`config.mk`:
```
export PLATFORM = sky130hd
export DESIGN_NAME = dma_burst_master
export DESIGN_NICKNAME = d
export VERILOG_FILES = /design/src/rtl/dma_seq_pkg.sv /design/src/rtl/dma_req_sel.sv /design/src/rtl/dma_entry_dec.sv /design/src/rtl/dma_out_dec.sv /design/src/rtl/dma_burst_master.sv
export SDC_FILE = /design/constraint.sdc
export NUM_CORES = 1
export LEC_CHECK = 0
export BUFFER_PORTS_ARGS = -buffer_cell sky130_fd_sc_hd__buf_2
export CELL_PAD_IN_SITES_DETAIL_PLACEMENT = 1
export CELL_PAD_IN_SITES_GLOBAL_PLACEMENT = 2
export CORE_ASPECT_RATIO = 1.4
export CORE_MARGIN = 1.5
export CORE_UTILIZATION = 11
export DETAILED_ROUTE_END_ITERATION = 8
export PLACE_DENSITY_LB_ADDON = 0.3
export REMOVE_ABC_BUFFERS = 1
export SYNTH_ARGS = -nofsm -noshare
export SYNTH_HDL_FRONTEND = slang
export SYNTH_SLANG_ARGS = --single-unit
```
`constraint.sdc`:
```
create_clock -name clk -period 1.9 [get_ports clk]
set_input_delay 0.475 -clock clk [delete_from_list [all_inputs] [get_ports clk]]
set_output_delay 0.475 -clock clk [all_outputs]
set_load 0.02 [all_outputs]
```
`src/rtl/dma_seq_pkg.sv`:
```
package dma_seq_pkg;
  typedef enum logic [2:0] {
    ST_IDLE, ST_HOLD, ST_ADDR, ST_D1, ST_D2, ST_D3, ST_D4
  } seq_state_t;

  localparam int BEAT_BYTES  = 4;
  localparam int BURST_BEATS = 4;
  localparam int BURST_BYTES = BEAT_BYTES * BURST_BEATS;
endpackage

```
`src/rtl/dma_req_sel.sv`:
```
module dma_req_sel (
  input  logic dir,
  input  logic rd_empty,
  input  logic wr_full,
  output logic req
);
  always_comb begin
    if (dir) req = !rd_empty;
    else     req = !wr_full;
  end
endmodule

```
`src/rtl/dma_entry_dec.sv`:
```
module dma_entry_dec
  import dma_seq_pkg::*;
#(
  parameter int CNT_W = 16
) (
  input  logic [CNT_W-1:0] count,
  output seq_state_t       entry
);
  localparam logic [CNT_W-1:0] FULL_B  = CNT_W'(BURST_BYTES);
  localparam logic [CNT_W-1:0] THREE_B = CNT_W'(3 * BEAT_BYTES);
  localparam logic [CNT_W-1:0] TWO_B   = CNT_W'(2 * BEAT_BYTES);

  always_comb begin
    if (count >= FULL_B)       entry = ST_D1;
    else if (count == THREE_B) entry = ST_D2;
    else if (count == TWO_B)   entry = ST_D3;
    else                       entry = ST_D4;
  end
endmodule

```
`src/rtl/dma_out_dec.sv`:
```
module dma_out_dec
  import dma_seq_pkg::*;
#(
  parameter int ADDR_W = 32,
  parameter int BE_W   = 4
) (
  input  seq_state_t        cur,
  input  logic              dir,
  input  logic              rdy_n,
  input  logic [ADDR_W-1:0] xfer_addr,
  output logic              hold_req,
  output logic              ads_n,
  output logic              blast_n,
  output logic [BE_W-1:0]   be_n,
  output logic              ad_oe,
  output logic [ADDR_W-1:0] ad_out,
  output logic              beat_done
);
  logic in_addr;
  logic in_data;

  always_comb begin
    in_addr   = (cur == ST_ADDR);
    in_data   = (cur == ST_D1) || (cur == ST_D2) ||
                (cur == ST_D3) || (cur == ST_D4);
    hold_req  = (cur != ST_IDLE);
    ads_n     = !in_addr;
    blast_n   = (cur != ST_D4);
    be_n      = in_data ? '0 : '1;
    ad_oe     = in_addr || (in_data && dir);
    ad_out    = in_addr ? xfer_addr : '0;
    beat_done = in_data && !rdy_n;
  end
endmodule

```
`src/rtl/dma_burst_master.sv`:
```
module dma_burst_master
  import dma_seq_pkg::*;
#(
  parameter int ADDR_W = 32,
  parameter int CNT_W  = 16,
  parameter int BE_W   = 4
) (
  input  logic              clk,
  input  logic              rst_n,
  input  logic              dir,
  input  logic              rd_empty,
  input  logic              wr_full,
  input  logic [ADDR_W-1:0] xfer_addr,
  input  logic [CNT_W-1:0]  xfer_count,
  input  logic              hold_ack,
  input  logic              rdy_n,
  output logic              hold_req,
  output logic              ads_n,
  output logic              blast_n,
  output logic              wr_sel,
  output logic [BE_W-1:0]   be_n,
  output logic              ctl_oe,
  output logic              ad_oe,
  output logic [ADDR_W-1:0] ad_out,
  output logic              addr_inc,
  output logic              cnt_dec
);
  localparam logic [CNT_W-1:0] ONE_BEAT = CNT_W'(BEAT_BYTES);

  seq_state_t cur, nxt, entry;
  logic       req;
  logic       cnt_nz;
  logic       more_left;
  logic       beat_done;

  dma_req_sel u_req (
    .dir      (dir),
    .rd_empty (rd_empty),
    .wr_full  (wr_full),
    .req      (req)
  );

  dma_entry_dec #(.CNT_W(CNT_W)) u_entry (
    .count (xfer_count),
    .entry (entry)
  );

  dma_out_dec #(.ADDR_W(ADDR_W), .BE_W(BE_W)) u_out (
    .cur       (cur),
    .dir       (dir),
    .rdy_n     (rdy_n),
    .xfer_addr (xfer_addr),
    .hold_req  (hold_req),
    .ads_n     (ads_n),
    .blast_n   (blast_n),
    .be_n      (be_n),
    .ad_oe     (ad_oe),
    .ad_out    (ad_out),
    .beat_done (beat_done)
  );

  assign cnt_nz    = (xfer_count != '0);
  assign more_left = (xfer_count > ONE_BEAT);

  always_comb begin
    nxt = cur;
    unique case (cur)
      ST_IDLE: if (req && cnt_nz) nxt = ST_HOLD;
      ST_HOLD: if (hold_ack)      nxt = ST_ADDR;
      ST_ADDR:                    nxt = entry;
      ST_D1:   if (!rdy_n)        nxt = ST_D2;
      ST_D2:   if (!rdy_n)        nxt = ST_D3;
      ST_D3:   if (!rdy_n)        nxt = ST_D4;
      ST_D4:   if (!rdy_n)        nxt = (more_left && req) ? ST_ADDR : ST_IDLE;
      default:                    nxt = ST_IDLE;
    endcase
  end

  always_ff @(posedge clk) begin
    if (!rst_n) cur <= ST_IDLE;
    else        cur <= nxt;
  end

  assign wr_sel   = dir;
  assign ctl_oe   = hold_ack;
  assign addr_inc = beat_done;
  assign cnt_dec  = beat_done;
endmodule

```
# After elaboration in Yosys (flattened, before gate mapping)
# Index checks and enable logic that the tools add are counted.
# classes
addsub	0
n_mul	0
div_mod_pow	0
magnitude_cmp	2
n_eq_ne	15
n_shift	0
muxes	14
n_bitwise	0
reduce_logical	16
# ops
cell	n
$eq 16x4->1 const B	2
$mux 32	1
$mux 3	8
$pmux 3 s7	1
$ge 16x5->1 const B	1
$gt 16x3->1 const B	1
$reduce_bool 16->1	1
$ne 2x2->1 const B	6
$eq 3x3->1 const B	3
$eq 3x2->1 const B	2
$reduce_and 6->1	1
$logic_and 1x1->1	4
$logic_not 1->1	4
$logic_or 1x1->1	4
$mux 2	2
$mux 4	1
$eq 3x1->1 const B	1
$logic_not 3->1	1
$ne 3x3->1 const B	1
$reduce_bool 3->1	1
$mux 1	1
# totals
regBits	3
latch_bits	0
ram_bits	0
rom_bits	0
in_bits	55
out_inout_bits	44
mem_count	0

# Logic depth before layout (Yosys ltp)
# depth
word_depth	6
ltp_mapped	7
ltp_nobuf	6

# By module
# A second synthesis with hierarchy kept.
# unflattened
cells_unflattened	101
hier_area_um2	720.7
# by_module_without_submodules
mod	n_inst	cells_per_inst	area_per_inst_um2	seq_area_each_um2
dma_out_dec	1	49	354.1	0.0
dma_burst_master	1	42	297.8	60.1
dma_entry_dec	1	9	58.8	0.0
dma_req_sel	1	1	10.0	0.0

# Least setup slack after synthesis
# No wires, ideal clock.
# synth_timing
path_kind	reg2out
startpoint	register cur[1]
endpoint	output port cnt_dec
t_arrival_ps	1527
required_ps	1425
slack_ps	-102
path_stages_with_launch	6
path_buffers	2
path_cell_list	dfxtp_1 > buf_2 > nand2_1 > xor2_1 > nor2_1 > buf_4
# synth_between
elab_chain_len	5
elab_cells_between_ends	8
classes_between	4 x eq/ne; 4 x reduce/logical
# synth_rtl
element	line_no	rtl
from (decl)	dma_burst_master.sv:30	seq_state_t cur, nxt, entry;
from (signal assigned)	dma_burst_master.sv:81	else cur <= nxt;
$eq 3x2->1 or $eq 3x3->1 (tied branches)	dma_out_dec.sv:24	in_data = (cur == ST_D1) || (cur == ST_D2) ||
$logic_or 1x1->1 (2 in a row)	dma_out_dec.sv:24	
$logic_or 1x1->1 (*)	dma_out_dec.sv:25	(cur == ST_D3) || (cur == ST_D4);
$logic_and 1x1->1 (*)	dma_out_dec.sv:32	beat_done = in_data && !rdy_n;
to (decl)	dma_burst_master.sv:26	output logic cnt_dec
# Mark *: on every way between the ends. The rest lies on a longest branch, timed or not.

# Final worst setup path
# layout_timing
startpoint	register cur[0]
endpoint	output port ad_out[24]
# layout_between
elab_chain_len	2
# layout_rtl
element	line_no	rtl
$eq 3x2->1	dma_out_dec.sv:23	in_addr = (cur == ST_ADDR);
$mux 32	dma_out_dec.sv:31	ad_out = in_addr ? xfer_addr : '0;
to (decl)	dma_burst_master.sv:24	output logic [ADDR_W-1:0] ad_out,
# No other way between the ends.

==> summary.txt <==
Power and ir drop
  – Peak VDD IR: 0.000273 V
  – Power, Total: 1.76 mW
  – Leak: 0.727 nW
  – Pwr dens: 1360 nW/um2

Logic synthesis
  – Synth cell count leaders: 32 x and2_1, 6 x buf_4, 5 x nand2_1, 5 x o21ai_0, 4 x inv_1
  – Top FF cell, synth: dfxtp_1
  – Gate Count Post-Synth: 91
  – Most common cell in the synthesized netlist: and2_1
  – Synthesis-stage register bit count: 3
  – Synth async-reset ratio: 0%
  – Mux cell area share after synthesis: 3.18%
  – Ranking of synthesized cells by area: and2_1 32%, dfxtp_1 9.5%, buf_4 7.2%
  – Sequential-to-total area share from yosys stat: 9.54%
  – Complex-gate fraction of the synthesized area: 16.3%
  – Post-Synth Simple-Gate Area: 53.5%
  – Xor/xnor share of the synthesized area: 2.78%
  – Synth Warn #: 0
  – Synthesized-area fraction occupied by adder cells: 0%
  – Cell variety after synth: 30
  – Largest family of logic cells by synthesized area: simple AND/OR/NAND/NOR gates
  – Syn avg cell area: 6.92 um2
  – EDFF count, synth: 0
  – Area share of the largest cell type after synthesis: 31.8%
  – Synthesized area: 629 um2
  – Synth area leader: and2_1

Run status
  – Run status: complete, no violations

Timing
  – Slew margin rel.: 82.5%
  – Final setup TNS: 0 ns
  – RSZ-0062 raised after global routing: yes
  – Min cycle time layout: 1.82 ns
  – Clock Skews: 0.000294 ns
  – Worst-margin pin slew: 0.262 ns
  – Final Cycle Share: 95.9%
  – Fmax: 549 MHz
  – Worst Hold Slack: 0.579 ns
  – Final Hold Vio Count: 0
  – Final setup vio count: 0
  – Final max-slew violation count: 0

Placed design
  – Placed cell count: 250
  – DP HPWL: 2680 um
  – I/O Buffers: 98
  – Gpl congestion: 0.723

Detailed routing
  – First DRT Iteration DRCs: 12
  – Post-route ant nets: 0
  – Post-Route M1 WL: 945 um
  – Via count: 1002
  – DRT Pass-1 Iters: 2
  – WL met3: 528 um
  – Vias per cell: 3.91
  – WL met2: 1630 um
  – Routed len/inst: 12.1 um
  – Total Wirelength: 3110 um
  – DRC violations left: 0
  – DR top layer: met4

Floorplan
  – Total die area: 6190 um2
  – Core area: 5530 um2
  – Die height: 92.5 um
  – IO Pins: 99
  – # rows: 32
  – Die X-Extent: 66.9 um
  – Initial Util: 11.4%

Clock network
  – CTS sink count: 3
  – Htree depth: 1
  – Clk buf depth: 2
  – Root Buffer: clkbuf_8
  – CTS tree: built
  – TritonCTS Buffers: 3
  – # hold bufs at CTS: 0
  – Clk Latency, worst-skew pair: 0.21 ns
  – Clk pin slew, worst setup/hold paths: 0.03 ns

Global routing
  – Antenna violations before repair: 0
  – Largest net degree at the start of global routing: 19
  – Vias in the first global route: 971
  – Grt total ovfl: 0
  – First-pass GRT wire length: 4310 um
  – Total GRT Usage: 9.21%

Critical path
  – Stages on the worst setup path: 4
  – Crit path buf inv count: 2
  – WP data arrival: 1.35 ns
  – Crit Path Class: reg2out
  – CP max stage delay: 0.35 ns
  – Startpoint type of the worst setup path: register
  – Crit. End Element: output port
  – Crit Reg-Reg Startpoint: cur[1]
  – CP cell instances: nor3_4 > bufbuf_16 > and2_1 > buf_4
  – Launch point of the worst path: cur[0]
  – Critical path fanouts, max: 17
  – Slowest CP cell: dfxtp_2
  – R2R cell count: 6
  – Cell family with most CP delay: buffers and inverters
  – CP required: 1.42 ns

Finish
  – Largest register FFs: 3
  – Non-Filler Instances: 256
  – Area grow syn2layout: 106%
  – Fin util: 23.4%
  – Top reg by flops: cur
  – # nets final: 244
  – Share of cells above drive strength 1: 63.8%
  – Top Registers: cur (3)
  – N_diodes: 0

Job
  – Max-Cap Viols: 0

Worst hold path
  – Hold Crit Class: in2reg
  – Hold Path Origin: rst_n
  – Cells on Worst Hold Path: 3
-- worst register-to-register path, cell delays in order (launching register included) --
cell and delay [ns]:
dfxtp_2 0.32, buf_4 0.14, or3_4 0.39, nor4b_2 0.23
nand2_1 0.10, and2_4 0.18, a32o_1 0.20
-- path summary, 6_finish.rpt --
kind                                   end  slack (ns)
worst max-delay path            ad_out[24]        0.08
worst min-delay path                cur[1]        0.58
worst max register to register      cur[2]        0.22
worst min register to register      cur[2]        0.60
-- where the power goes --
group          internal (mW)  leakage (nW)  switching, mW
clock                  0.143        0.0228         0.0380
combinational          0.640         0.679          0.778
sequential             0.104        0.0261         0.0588
-- cells by family after synthesis --
family,Yosys count
buffers and inverters,16
muxes,2
and+or+nand+nor,54
DFF,3
xor gates and xnor gates,2
AOI/OAI and AO/OA,14
-- layout by cell type (no fill, tap or decap), types with 2 or more instances in the layout --
cell type and n:
buf_4 9, and2_1 32, nand2b_1 2, dfxtp_2 2, clkbuf_8 3, inv_1 3, nor4_1 3, buf_2 94
a21oi_1 2, nor2_1 3, mux2i_1 2, o21ai_0 4, nand3_1 2, nand2_1 4
-- per-stage QoR --
| stage | worst slack (ns) | cell area [um2] |
|---|---|---|
| floorplan | -0.929 | 552 |
| global placement | 0.137 | 1180 |
| detailed placement | 0.125 | 1180 |
| CTS | 0.00147 | 1280 |
| global route | -0.00892 | 1290 |
| finish | 0.0780 | 1290 |
-- what timing repair did --
| action | CTS | global route |
|---|---|---|
| endpoints found under the setup margin | 3 | 39 |
| gates resized for setup | 3 | 10 |
| pin swaps | 1 | 1 |
| buffers inserted | 1 | 0 |
| cloned | 1 | 0 |
-- layout make-up --
cell class                      instances  area, um2
Sequential cell                         3       66.3
Timing Repair Buffer                  105        591
Clock buffer                            4       45.0
Fill cell                             691       4230
Multi-Input combinational cell         72        493
Tap cell                               68       85.1
Inverter                                4       15.0
-- per-layer routing --
| layer | global-route usage, % | vias to the layer above |
|---|---|---|
| met5 | 0 | - |
| met4 | 2.04 | 0 |
| met3 | 3.52 | 2 |
| met2 | 19.2 | 71 |
| met1 | 7.68 | 436 |
| li1 | - | 493 |
Power figures use the tool's default switching activity.
